## src/rtl/tmr_pkg.sv

```systemverilog
package tmr_pkg;

    // register selectors; software relies on this word order
    typedef enum logic [1:0] {
        SEL_LOAD  = 2'd0,
        SEL_COUNT = 2'd1,
        SEL_CTRL  = 2'd2,
        SEL_STAT  = 2'd3
    } reg_sel_e;

    // control word field positions
    localparam int CTL_EN_BIT    = 0;
    localparam int CTL_PER_BIT   = 1;
    localparam int CTL_IE_BIT    = 2;
    localparam int CTL_PRESC_LSB = 8;

endpackage

```

## src/rtl/tmr_prescaler.sv

```systemverilog
module tmr_prescaler #(
    parameter int PRESC_W = 8
) (
    input  logic               clk,
    input  logic               rst_n,
    input  logic               run_i,
    input  logic               restart_i,
    input  logic [PRESC_W-1:0] presc_i,
    output logic               tick_o
);

    typedef struct packed {
        logic [PRESC_W-1:0] phase;
    } ps_t;

    ps_t ps_d, ps_q;

    always_comb begin
        ps_d = ps_q;
        if (!run_i || restart_i) begin
            ps_d.phase = '0;
        end else if (ps_q.phase == presc_i) begin
            ps_d.phase = '0;
        end else begin
            ps_d.phase = ps_q.phase + PRESC_W'(1);
        end
    end

    always_ff @(posedge clk or negedge rst_n) begin
        if (!rst_n) begin
            ps_q <= '0;
        end else begin
            ps_q <= ps_d;
        end
    end

    assign tick_o = run_i && !restart_i && (ps_q.phase == presc_i);

    // with a nonzero prescaler, two ticks are never back to back
    p_tick_gap_r3: assert property (@(posedge clk) disable iff (!rst_n)
        (tick_o && presc_i != '0 && !restart_i) |=> !tick_o);

endmodule

```

## src/rtl/tmr_bus_decode.sv

```systemverilog
module tmr_bus_decode
    import tmr_pkg::*;
#(
    parameter int ADDR_W  = 2,
    parameter int DATA_W  = 32,
    parameter int CNT_W   = 32,
    parameter int PRESC_W = 8
) (
    input  logic               wr_i,
    input  logic [ADDR_W-1:0]  addr_i,
    input  logic [DATA_W-1:0]  wdata_i,
    input  logic [CNT_W-1:0]   load_i,
    input  logic [CNT_W-1:0]   count_i,
    input  logic               en_i,
    input  logic               per_i,
    input  logic               ie_i,
    input  logic [PRESC_W-1:0] presc_i,
    input  logic               status_i,
    output logic               wr_load_o,
    output logic               wr_count_o,
    output logic               wr_ctrl_o,
    output logic               wr_stat_o,
    output logic [CNT_W-1:0]   val_o,
    output logic               n_en_o,
    output logic               n_per_o,
    output logic               n_ie_o,
    output logic [PRESC_W-1:0] n_presc_o,
    output logic               clr_o,
    output logic [DATA_W-1:0]  rdata_o
);

    reg_sel_e sel;
    logic     unused_wbits;

    assign sel = reg_sel_e'(addr_i[1:0]);

    assign wr_load_o  = wr_i && (sel == SEL_LOAD);
    assign wr_count_o = wr_i && (sel == SEL_COUNT);
    assign wr_ctrl_o  = wr_i && (sel == SEL_CTRL);
    assign wr_stat_o  = wr_i && (sel == SEL_STAT);

    assign val_o     = wdata_i[CNT_W-1:0];
    assign n_en_o    = wdata_i[CTL_EN_BIT];
    assign n_per_o   = wdata_i[CTL_PER_BIT];
    assign n_ie_o    = wdata_i[CTL_IE_BIT];
    assign n_presc_o = wdata_i[CTL_PRESC_LSB +: PRESC_W];
    assign clr_o     = wdata_i[0];

    // reserved write bits are discarded
    assign unused_wbits = ^wdata_i;

    always_comb begin
        rdata_o = '0;
        unique case (sel)
            SEL_LOAD:  rdata_o[CNT_W-1:0] = load_i;
            SEL_COUNT: rdata_o[CNT_W-1:0] = count_i;
            SEL_CTRL: begin
                rdata_o[CTL_EN_BIT]                = en_i;
                rdata_o[CTL_PER_BIT]               = per_i;
                rdata_o[CTL_IE_BIT]                = ie_i;
                rdata_o[CTL_PRESC_LSB +: PRESC_W]  = presc_i;
            end
            SEL_STAT:  rdata_o[0] = status_i;
            default:   rdata_o = '0;
        endcase
    end

endmodule

```

## src/rtl/tmr_count_core.sv

```systemverilog
module tmr_count_core #(
    parameter int CNT_W   = 32,
    parameter int PRESC_W = 8
) (
    input  logic               clk,
    input  logic               rst_n,
    input  logic               tick_i,
    input  logic               wr_load_i,
    input  logic               wr_count_i,
    input  logic               wr_ctrl_i,
    input  logic               wr_stat_i,
    input  logic [CNT_W-1:0]   val_i,
    input  logic               n_en_i,
    input  logic               n_per_i,
    input  logic               n_ie_i,
    input  logic [PRESC_W-1:0] n_presc_i,
    input  logic               clr_i,
    output logic [CNT_W-1:0]   load_o,
    output logic [CNT_W-1:0]   count_o,
    output logic               en_o,
    output logic               per_o,
    output logic               ie_o,
    output logic [PRESC_W-1:0] presc_o,
    output logic               status_o,
    output logic               running_o
);

    localparam logic [CNT_W-1:0] CNT_ONE = CNT_W'(1);

    typedef struct packed {
        logic [CNT_W-1:0]   load;
        logic [CNT_W-1:0]   count;
        logic               en;
        logic               per;
        logic               ie;
        logic [PRESC_W-1:0] presc;
        logic               status;
        logic               running;
    } core_t;

    core_t st_d, st_q;
    logic  fire;
    logic  presc_nz;
    logic  any_cfg_wr;
    logic [CNT_W-1:0] cnt_val;

    assign presc_nz   = (st_q.presc != '0);
    assign any_cfg_wr = wr_load_i || wr_count_i || wr_ctrl_i;

    always_comb begin
        st_d    = st_q;
        fire    = 1'b0;
        cnt_val = val_i;
        if (wr_load_i) begin
            st_d.load    = val_i;
            st_d.count   = val_i;
            st_d.running = st_q.en && (presc_nz || val_i != '0);
        end else if (wr_count_i) begin
            if (st_q.en && st_q.per && !presc_nz && val_i == '0) begin
                cnt_val = st_q.load;
            end
            st_d.count   = cnt_val;
            st_d.running = st_q.en && (presc_nz || cnt_val != '0);
        end else if (wr_ctrl_i) begin
            st_d.en    = n_en_i;
            st_d.per   = n_per_i;
            st_d.ie    = n_ie_i;
            st_d.presc = n_presc_i;
            cnt_val    = st_q.count;
            if (n_en_i && n_per_i && st_q.count == '0 && n_presc_i == '0) begin
                cnt_val = st_q.load;
            end
            st_d.count   = cnt_val;
            st_d.running = n_en_i && (n_presc_i != '0 || cnt_val != '0);
        end else if (tick_i) begin
            if (st_q.count != '0) begin
                st_d.count = st_q.count - CNT_ONE;
                if (st_q.count == CNT_ONE) begin
                    fire = 1'b1;
                    if (!st_q.per || (st_q.load == '0 && !presc_nz)) begin
                        st_d.running = 1'b0;
                    end
                end
            end else if (st_q.per) begin
                st_d.count = st_q.load;
                if (st_q.load == '0) begin
                    fire = 1'b1;
                end
            end else begin
                fire         = 1'b1;
                st_d.running = 1'b0;
            end
        end
        if (wr_stat_i && clr_i) begin
            st_d.status = 1'b0;
        end
        if (fire) begin
            st_d.status = 1'b1;
        end
    end

    always_ff @(posedge clk or negedge rst_n) begin
        if (!rst_n) begin
            st_q <= '0;
        end else begin
            st_q <= st_d;
        end
    end

    assign load_o    = st_q.load;
    assign count_o   = st_q.count;
    assign en_o      = st_q.en;
    assign per_o     = st_q.per;
    assign ie_o      = st_q.ie;
    assign presc_o   = st_q.presc;
    assign status_o  = st_q.status;
    assign running_o = st_q.running;

    // a halted timer with no configuration write keeps its count and raises no flag
    p_halt_hold_r12: assert property (@(posedge clk) disable iff (!rst_n)
        (!st_q.running && !any_cfg_wr) |=> ($stable(st_q.count) && !$rose(st_q.status)));

    // one-shot expiry halts at zero with the flag set
    p_oneshot_stop_r6: assert property (@(posedge clk) disable iff (!rst_n)
        (tick_i && st_q.running && !st_q.per && st_q.count == CNT_ONE && !any_cfg_wr)
        |=> (!st_q.running && st_q.count == '0 && st_q.status));

    // auto-reload refill from the reload value on the tick at zero
    p_refill_r5: assert property (@(posedge clk) disable iff (!rst_n)
        (tick_i && st_q.running && st_q.per && st_q.count == '0 && !any_cfg_wr)
        |=> (st_q.count == $past(st_q.load)));

    // a write-one to status clears the flag when no expiry coincides
    p_w1c_r7: assert property (@(posedge clk) disable iff (!rst_n)
        (wr_stat_i && clr_i && !tick_i) |=> !st_q.status);

    // zero reload with zero prescaler halts without an event
    p_zero_load_halt_r8: assert property (@(posedge clk) disable iff (!rst_n)
        (wr_load_i && st_q.en && !presc_nz && val_i == '0)
        |=> (!st_q.running && $stable(st_q.status)));

endmodule

```

## src/rtl/cpu_countdown_timer.sv

```systemverilog
module cpu_countdown_timer #(
    parameter int ADDR_W  = 2,
    parameter int DATA_W  = 32,
    parameter int CNT_W   = 32,
    parameter int PRESC_W = 8
) (
    input  logic              clk,
    input  logic              rst_n,
    input  logic              bus_wr_i,
    input  logic [ADDR_W-1:0] bus_addr_i,
    input  logic [DATA_W-1:0] bus_wdata_i,
    output logic [DATA_W-1:0] bus_rdata_o,
    output logic              irq_o
);

    logic               wr_load, wr_count, wr_ctrl, wr_stat;
    logic [CNT_W-1:0]   wval;
    logic               n_en, n_per, n_ie, clr;
    logic [PRESC_W-1:0] n_presc;
    logic [CNT_W-1:0]   load_v, count_v;
    logic               en_v, per_v, ie_v, status_v, running_v;
    logic [PRESC_W-1:0] presc_v;
    logic               tick;

    tmr_bus_decode #(
        .ADDR_W (ADDR_W),
        .DATA_W (DATA_W),
        .CNT_W  (CNT_W),
        .PRESC_W(PRESC_W)
    ) u_decode (
        .wr_i      (bus_wr_i),
        .addr_i    (bus_addr_i),
        .wdata_i   (bus_wdata_i),
        .load_i    (load_v),
        .count_i   (count_v),
        .en_i      (en_v),
        .per_i     (per_v),
        .ie_i      (ie_v),
        .presc_i   (presc_v),
        .status_i  (status_v),
        .wr_load_o (wr_load),
        .wr_count_o(wr_count),
        .wr_ctrl_o (wr_ctrl),
        .wr_stat_o (wr_stat),
        .val_o     (wval),
        .n_en_o    (n_en),
        .n_per_o   (n_per),
        .n_ie_o    (n_ie),
        .n_presc_o (n_presc),
        .clr_o     (clr),
        .rdata_o   (bus_rdata_o)
    );

    tmr_prescaler #(
        .PRESC_W(PRESC_W)
    ) u_presc (
        .clk      (clk),
        .rst_n    (rst_n),
        .run_i    (running_v),
        .restart_i(wr_load || wr_count || wr_ctrl),
        .presc_i  (presc_v),
        .tick_o   (tick)
    );

    tmr_count_core #(
        .CNT_W  (CNT_W),
        .PRESC_W(PRESC_W)
    ) u_core (
        .clk       (clk),
        .rst_n     (rst_n),
        .tick_i    (tick),
        .wr_load_i (wr_load),
        .wr_count_i(wr_count),
        .wr_ctrl_i (wr_ctrl),
        .wr_stat_i (wr_stat),
        .val_i     (wval),
        .n_en_i    (n_en),
        .n_per_i   (n_per),
        .n_ie_i    (n_ie),
        .n_presc_i (n_presc),
        .clr_i     (clr),
        .load_o    (load_v),
        .count_o   (count_v),
        .en_o      (en_v),
        .per_o     (per_v),
        .ie_o      (ie_v),
        .presc_o   (presc_v),
        .status_o  (status_v),
        .running_o (running_v)
    );

    assign irq_o = status_v && ie_v;

    // the interrupt line never rises while its enable is clear
    p_irq_masked_r7: assert property (@(posedge clk) disable iff (!rst_n)
        (!ie_v && !wr_ctrl) |=> !irq_o);

endmodule

```

## config.mk

```make
export PLATFORM = sky130hd
export DESIGN_NAME = cpu_countdown_timer
export DESIGN_NICKNAME = d
export VERILOG_FILES = /design/src/rtl/tmr_pkg.sv /design/src/rtl/tmr_prescaler.sv /design/src/rtl/tmr_bus_decode.sv /design/src/rtl/tmr_count_core.sv /design/src/rtl/cpu_countdown_timer.sv
export SDC_FILE = /design/constraint.sdc
export NUM_CORES = 1
export LEC_CHECK = 0
export CAP_MARGIN = 20
export CORE_ASPECT_RATIO = 1.2
export CORE_MARGIN = 2
export CORE_UTILIZATION = 30
export DETAILED_ROUTE_END_ITERATION = 10
export HOLD_SLACK_MARGIN = 0.05
export PLACE_DENSITY = 0.49
export SLEW_MARGIN = 30
export SYNTH_ARGS = -nofsm -noshare
export SYNTH_HDL_FRONTEND = slang
export SYNTH_HIERARCHICAL = 1
export SYNTH_SLANG_ARGS = --single-unit
```

## constraint.sdc

```tcl
create_clock -name clk -period 4 [get_ports clk]
set_input_delay 0.4 -clock clk [delete_from_list [all_inputs] [get_ports clk]]
set_output_delay 0.4 -clock clk [all_outputs]
set_load 0.02 [all_outputs]
```

# Yosys cells after proc, flatten, opt, wreduce, memory -nomap -nowiden
# Cells that the tools add are included.
[word_totals]
reg_bits = 85
in_bits = 37
output_inout_bits = 33
wordCells = 105
[classes]
addsub = 2
eq_ne = 8
muxes = 38
bitwise_logic = 2
n_reduce_logical = 46
[op_table]
columns = ["op", "count"]
rows = [
  ["$mux W32", 13],
  ["$reduce_bool A32 Y1", 4],
  ["$logic_not A32 Y1", 3],
  ["$eq A32 B1 Y1 const B", 1],
  ["$pmux W16 S2", 1],
  ["$sub A32 B1 Y32 const B", 1],
  ["$pmux W8 S3", 1],
  ["$logic_and A1 B1 Y1", 18],
  ["$mux W1", 18],
  ["$mux W8", 2],
  ["$reduce_bool A8 Y1", 2],
  ["$ne A5 B2 Y1 const B", 3],
  ["$pmux W5 S2", 1],
  ["$add A8 B1 Y8 const B", 1],
  ["$eq A8 B8 Y1", 1],
  ["$logic_not A8 Y1", 1],
  ["$logic_or A1 B1 Y1", 7],
  ["$pmux W2 S3", 1],
  ["$reduce_bool A5 Y1", 1],
  ["$eq A2 B2 Y1 const B", 2],
  ["$logic_not A1 Y1", 4],
  ["$pmux W1 S4", 1],
  ["$reduce_and A4 Y1", 1],
  ["$reduce_bool A4 Y1", 1],
  ["6 further kinds", 7],
]

# Longest topological paths before layout
# Gate-level depths: netlist of the first run.
[logic_depth]
word_depth = 13
depth_mapped = 13
mapped_depth_nobuf = 9

# Cells and area by module
# The synthesis of the first run kept the hierarchy.
[modules_own_cells]
columns = ["module", "n_inst", "cells_each", "area_per_inst_um2", "seq_area_each_um2"]
rows = [
  ["tmr_count_core", 1, 579, 4982.3, 1926.8],
  ["tmr_bus_decode", 1, 122, 935.9, 0.0],
  ["tmr_prescaler", 1, 47, 520.5, 200.2],
  ["cpu_countdown_timer", 1, 2, 12.5, 0.0],
]

# Least setup slack after synthesis of the first run
# OpenSTA, ideal clock, no wires.
[synth_timing]
path_type = "flip-flop to flip-flop"
startpoint = "register u_core.st_q, in the netlist u_core/count_o[2]"
endpoint = "register u_core.st_q, in the netlist u_core/count_o[25]"
setup_time_ns = 0.134
t_arrival_ns = 2.401
setup_slack_ns = 1.465
stages_incl_launch_ff = 9
period_less_slack_ns = 2.535
path_cell_list = "dfrtp_1 -> buf_2 -> nor4_4 -> nand4_1 -> or3_1 -> xnor2_1 -> a222oi_1 -> a21oi_1 -> a2bb2oi_1"
[synth_between]
elab_chain_len = 10
elab_cells_between_ends = 16
classes_between = "1 x add/sub; 9 x mux; 6 x reduce/logical"
[synth_lines]
columns = ["item", "line", "source"]
rows = [
  ["start, declared", "tmr_count_core.sv:41", "core_t st_d, st_q;"],
  ["start signal, assigned", "tmr_count_core.sv:106", "st_q <= st_d;"],
  ["parallel branches: the longest is 10 deep, another holds $sub A32 B1 Y32", "n/a", ""],
]
# Parallel ways; which one is timed is not known. The select of a mux whose other input is x is not followed.
# A chain may end at the register's enable or synchronous reset.

# Worst setup path in the final report of the first run
[layout_timing]
startpoint = "input bus_wdata_i[0]"
endpoint = "register u_core.st_q, in the netlist u_core/count_o[25]"
[layout_between]
elab_chain_len = 10
elab_cells_between_ends = 15
classes_between = "10 x mux; 5 x reduce/logical"
[layout_lines]
columns = ["item", "line", "source"]
rows = [
  ["start, declared", "cpu_countdown_timer.sv:11", "input logic [DATA_W-1:0] bus_wdata_i,"],
  ["$logic_and A1 B1 Y1 (3 in a row)", "tmr_count_core.sv:70", "if (n_en_i && n_per_i && st_q.count == '0 && n_presc_i == '0) begin"],
  ["$mux W32", "tmr_count_core.sv:70", ""],
  ["$mux W32", "tmr_count_core.sv:64", "end else if (wr_ctrl_i) begin"],
  ["$mux W32", "tmr_count_core.sv:58", "end else if (wr_count_i) begin"],
  ["$mux W32", "tmr_count_core.sv:54", "if (wr_load_i) begin"],
  ["$mux W32", "tmr_count_core.sv:64", ""],
  ["$mux W32 *", "tmr_count_core.sv:58", ""],
  ["$mux W32 *", "tmr_count_core.sv:54", ""],
]
# Every way passes the cells marked *; elsewhere a longest branch is shown, timed or not. The select of a mux whose other input is x is not followed.

==> impl_metrics.yaml, run 1 <==
die:
  die_w_um: 138
  rows: 58
  initial_utilization_pct: 30.7
  die_h_um: 165
  die_area_um2: 22700
  ioPinCount: 70
  core_um2: 21000
setup_path:
  worst_ep_arrival_time_ps: 3560
  timing.rr.end: "u_core/count_o[23]$_DFFE_PN0P_"
  cp-start-kind: "input port"
  critical_path.cell_chain: "clkdlybuf4s50_1, nor4_1, nand4_1, or4_1, a21oi_2, a222oi_1, a21oi_1, a2bb2oi_1"
  critPathCaptureType: "register"
  crit_type: "input port to register"
  cp_slowest_cell: "nor4_1"
  critPathLaunch: "bus_wdata_i[0]"
  worstSetupEndpoint: "u_core/count_o[25]$_DFFE_PN0P_"
  timing.rr.start: "u_core/count_o[26]$_DFFE_PN0P_"
  required_ps: 4280
  rrSetupSlack_ps: 790
  r2r_cells: 8
  worst_path_largest_cell_delay_ps: 680
  crit_path_max_fanout: 9
clock_tree:
  clock_latency_ps: 360
  clk_path_buf_depth: 2
  cts_root_buffer: "clkbuf_16"
  cts_htree_levels: 3
  cts_tree: "built"
  cts_inserted_buffers: 9
  cts_sinks: 85
  clkTransAtPathRegs_ps: 70
finish:
  final_cell_mix: "91 x nand2_1, 85 x dfrtp_1, 66 x clkdlybuf4s50_1"
  fill_cells: 2218
  fin_nets: 821
  drive_above_1_share_pct: 13.1
  layout_commonest_cell: "nand2_1"
  utilization_pct: 35.8
  area.growth.synth_to_final_pct: 16.7
  stdcell_count: 1055
  diodes: 0
detailed_routing:
  viasPerCell: 5.75
  vias: 6066
  wl_mm: 23.4
  drc_errors: 0
  firstDrtPassIters: 5
  avgRoutedWirePerCell_um: 22.2
  drtIter0Drc: 599
  ant_nets: 0
outcome:
  status: "complete, no violations"
synth:
  ys.flop_type: "dfrtp_1"
  synth_seq_area_share_pct: 33.0
  postSynth.asyncResetShare_pct: 100
  synth_area_per_cell_um2: 8.60
  netlist_instances: 750
  synthMuxAreaShare_pct: 10.2
  syn-cell-area_um2: 6450
  synth_xor_area_share_pct: 4.19
  ys_warn_count: 6
  synth-simple-area-share_pct: 22.7
  ys_ff_latch: 85
  synth_compound_area_share_pct: 19.9
  syn_nets: 791
  yosysUniqueCellTypes: 65
  synth_edf_count: 0
  synth_fa_ha_area_share_pct: 0.776
  synth_top_family_by_area: "simple AND/OR/NAND/NOR gates"
place:
  routabilityCongestion: 0.883
  placedCellCount: 1038
  hpwl_mm: 16.8
  port_buffers: 69
sta:
  rsz0062_at_grt: "no"
  fin_crit_sh_pct: 82.0
  tns_ps: 0
  min_period_ps: 3280
  fin_skew_ps: 12.4
  maxSlewViolCount: 0
  max_freq_ghz: 0.305
  worst_pin_slew_ps: 907
  maxSlewHeadroom_pct: 39.3
  final_hold_viol_count: 0
  setup_viol: 0
grt:
  antenna_found_initial: 0
  grt_max_degree: 35
  grt_pass1_wl_mm: 36.6
  grt_overflow: 0
  grt_usage_pct: 21.4
  grt_pass1_vias: 6032
run:
  maxCapViolCount: 0
power_and_ir_drop:
  pwr_density_cell_nw_per_um2: 468
  power.leakage_nw: 2.99
  irDropWorstVdd_mv: 0.234
  total_power_w: 0.00352
worst_hold_path:
  hold_class: "register to register"
## registers in the layout (all words and copies together) (netlist names)
register and flops:
u_core/count_o 32, u_core/en_o 1, u_core/ie_o 1, u_core/load_o 32
u_core/per_o 1, u_core/presc_o 8, u_core/running_o 1, u_core/status_o 1
u_presc/ps_q 8
## power breakdown
| part | total (W) | internal [W] | switching (W) |
|---|---|---|---|
| combinational | 0.00123 | 0.000561 | 0.000672 |
| sequential | 0.00140 | 0.00104 | 0.000351 |
| clock | 0.000894 | 0.000494 | 0.000399 |
## through the flow
step	instance area, µm²	setup slack (ps)	hold WS [ps]
floorplan	6450	1470	104
global placement	7210	505	414
detailed placement	7210	507	393
CTS	7530	862	518
global route	7530	599	565
finish	7530	718	517
## per-layer routing
layer / track usage, % / vias up / wire [µm]
met2: 34.5 / 213 / 11100
met4: 8.02 / 0 / 671
met1: 29.3 / 2990 / 10500
met5: 0 / - / 0
met3: 2.42 / 39 / 1110
li1: - / 2824 / -
## cells in the mapped netlist (10+ instances only)
cell type,count,area share [%]
nand2_1,91,5.3
dfrtp_1,85,33
a21oi_1,34,2.6
buf_4,47,5.5
a31oi_1,17,1.6
or3_1,10,0.97
mux2_2,26,4.5
xor2_1,17,2.3
clkbuf_1,24,1.4
nor4_1,30,2.9
nand3_1,15,1.2
nor3_1,26,2.0
o21ai_0,39,3.0
o2bb2ai_1,11,1.5
xnor2_1,12,1.6
mux2i_1,34,5.3
nand4_1,11,1.1
inv_1,14,0.81
nor2_1,61,3.5
## kinds of logic after synthesis
logic type      count (synthesis)
buf+inv                       101
flops                          85
fa+ha+maj                       4
compound gates                187
mux                            61
xor+xnor                       30
simple gates                  282
## critical path: cells and delay by family
kind / cells / cell delay (ps)
buf+inv: 1 / 600
compound gates: 4 / 910
simple gates: 3 / 1670
## worst min-delay path by stage
stage	start	end	slack, ps	depth (start not counted)
final	u_core/ie_o$_DFFE_PN0P_	u_core/ie_o$_DFFE_PN0P_	520	2
after global placement	rst_n	u_core/load_o[2]$_DFFE_PN0P_	410	1
after CTS	u_core/running_o$_DFFE_PN0P_	u_core/running_o$_DFFE_PN0P_	520	1
after global routing	u_core/running_o$_DFFE_PN0P_	u_core/running_o$_DFFE_PN0P_	570	1
after detailed placement	rst_n	u_core/load_o[2]$_DFFE_PN0P_	390	1
after floorplan	rst_n	u_core/count_o[0]$_DFFE_PN0P_	100	0
## what timing repair did
action | CTS | global route
hold buffers | 1 | 0
resized for setup | 0 | 0
buffers inserted | 0 | 0
hold endpoints to repair | 29 | 0
## final cells by class
class                           count  area [µm²]  share of cell area (%)
Sequential cell                    85        2130                    28.3
Timing Repair Buffer              106         958                    12.7
Clock buffer                        9         225                    2.99
Inverter                           14        52.6                   0.698
Multi-Input combinational cell    564        3750                    49.8
Tap cell                          270         338                    4.49
Clock inverter                      7        81.3                    1.08
No activity file was read; power rests on OpenSTA's default activity.
==> run 2: changes to the inputs <==
clock period = 3.2 ns   (was 4 ns; I/O delays follow)
==> run 2 against run 1 <==
Against the previous run: worst hold slack worse by 470 ps; clock-buffer cell count grew 2; register-to-register slack got worse by 530 ps; first-iteration DRC count fell by 12%; sequential share of layout area is 0.99 points lower; utilization is 1.3 points higher; die area stayed put.
==> impl_metrics.yaml, run 2 (synthesis results as in run 1) <==
clock_tree:
  cts_root_buffer: "clkbuf_16"
  post_cts_resized: 0
  cts_tree: "built"
  cts_setup_buffers: 0
  cts_sinks: 85
  clkTransAtPathRegs_ps: 70
  cts_inserted_buffers: 9
  clk_path_buf_depth: 2
  clock_latency_ps: 350
  cts_htree_levels: 3
  postCtsHoldBufs: 0
finish:
  final_cell_mix: "91 x nand2_1, 85 x dfrtp_1, 73 x buf_4"
  utilization_pct: 37.1
  diodes: 0
  layout_commonest_cell: "nand2_1"
  fill_cells: 2204
  area.growth.synth_to_final_pct: 20.9
  drive_above_1_share_pct: 17.0
  fin_nets: 858
setup_path:
  crit_path_max_fanout: 12
  cp-start-kind: "register"
  worst_ep_arrival_time_ps: 3230
  critPathLaunch: "u_core/count_o[26]$_DFFE_PN0P_"
  timing.rr.start: "u_core/count_o[26]$_DFFE_PN0P_"
  required_ps: 3490
  crit_type: "register to register"
  critPathCaptureType: "register"
grt:
  grt_pass1_vias: 6262
  grt_usage_pct: 21.7
  grt_overflow: 0
  grt_max_degree: 54
  antenna_found_initial: 0
  grt_pass1_wl_mm: 37.2
sta:
  fin_crit_sh_pct: 91.8
  tns_ps: 0
  final_hold_viol_count: 0
  setup_viol: 0
  maxSlewViolCount: 0
  fin_skew_ps: 7.89
  max_freq_ghz: 0.340
  maxSlewHeadroom_pct: 48.9
  worst_pin_slew_ps: 759
  min_period_ps: 2940
  rsz0062_at_grt: "no"
run:
  maxCapViolCount: 0
die:
  ioPinCount: 70
  rows: 58
  die_h_um: 165
  core_um2: 21000
  die_area_um2: 22700
  die_w_um: 138
  initial_utilization_pct: 30.7
detailed_routing:
  drc_errors: 0
  ant_nets: 0
  firstDrtPassIters: 5
  viasPerCell: 5.71
  avgRoutedWirePerCell_um: 21.7
  drtIter0Drc: 525
  wl_mm: 23.7
  vias: 6230
place:
  port_buffers: 69
  hpwl_mm: 17.3
  routabilityCongestion: 0.892
power_and_ir_drop:
  pwr_density_cell_nw_per_um2: 561
  power.leakage_nw: 3.16
  irDropWorstVdd_mv: 0.251
outcome:
  status: "complete, no violations"
worst_hold_path:
  hold_class: "input port to async pin"
==> run 2: final cells by class <==
class | count | area, µm² | share of cell area (%)
Sequential cell | 85 | 2130 | 27.3
Tap cell | 270 | 338 | 4.33
Inverter | 14 | 52.6 | 0.674
Multi-Input combinational cell | 564 | 3750 | 48.0
Clock buffer | 11 | 243 | 3.11
Clock inverter | 5 | 36.3 | 0.465
Timing Repair Buffer | 143 | 1260 | 16.1
==> run 2: worst max-delay path, cell delays in order (launching register included) <==
cell and delay, ps:
dfrtp_1 450, nor4_1 520, nand4_2 340, o41a_1 470, nor2_1 390, buf_4 290
a21oi_1 50, o21ai_0 200, o21a_1 150
==> run 2: metal layers <==
metal | share of wire [%] | vias to the layer above | wire (µm) | GRT usage, %
met2 | 48 | 244 | 11300 | 34.8
met5 | 0 | - | 0 | 0
met3 | 5.6 | 50 | 1320 | 3.04
met1 | 43 | 3046 | 10200 | 29.0
li1 | - | 2890 | - | -
met4 | 3.5 | 0 | 824 | 9.88
==> run 2: through the flow <==
| stage | setup WS [ps] | cell area, µm² | power [W] | hold WS, ps | std cells |
|---|---|---|---|---|---|
| 2_1_floorplan | 665 | 6450 | 0.00270 | 24.4 | 750 |
| 3_3_place_gp | 136 | 7520 | 0.00337 | 453 | 1076 |
| 3_5_place_dp | 142 | 7520 | 0.00337 | 452 | 1076 |
| 4_1_cts | 319 | 7800 | 0.00440 | 74.6 | 1092 |
| 5_1_grt | 0.936 | 7800 | 0.00468 | 112 | 1092 |
| 6_report | 261 | 7800 | 0.00438 | 42.7 | 1092 |
==> run 2: worst paths after layout <==
path	cells after the start	slack, ps	end
min in group clk	4	500	u_core/status_o$_DFFE_PN0P_
worst max-delay path	8	260	u_core/count_o[17]$_DFFE_PN0P_
worst min-delay path	1	40	u_core/count_o[4]$_DFFE_PN0P_
worst min register to register	2	530	u_core/ie_o$_DFFE_PN0P_
worst max register to register	8	260	u_core/count_o[17]$_DFFE_PN0P_
max in group asynchronous	2	2490	u_core/count_o[24]$_DFFE_PN0P_
==> run 2: where the power goes <==
part | total [W] | switching, W | leakage [nW] | internal (W)
clock | 0.00101 | 0.000465 | 0.128 | 0.000548
sequential | 0.00170 | 0.000394 | 1.06 | 0.00131
combinational | 0.00166 | 0.000894 | 1.97 | 0.000770
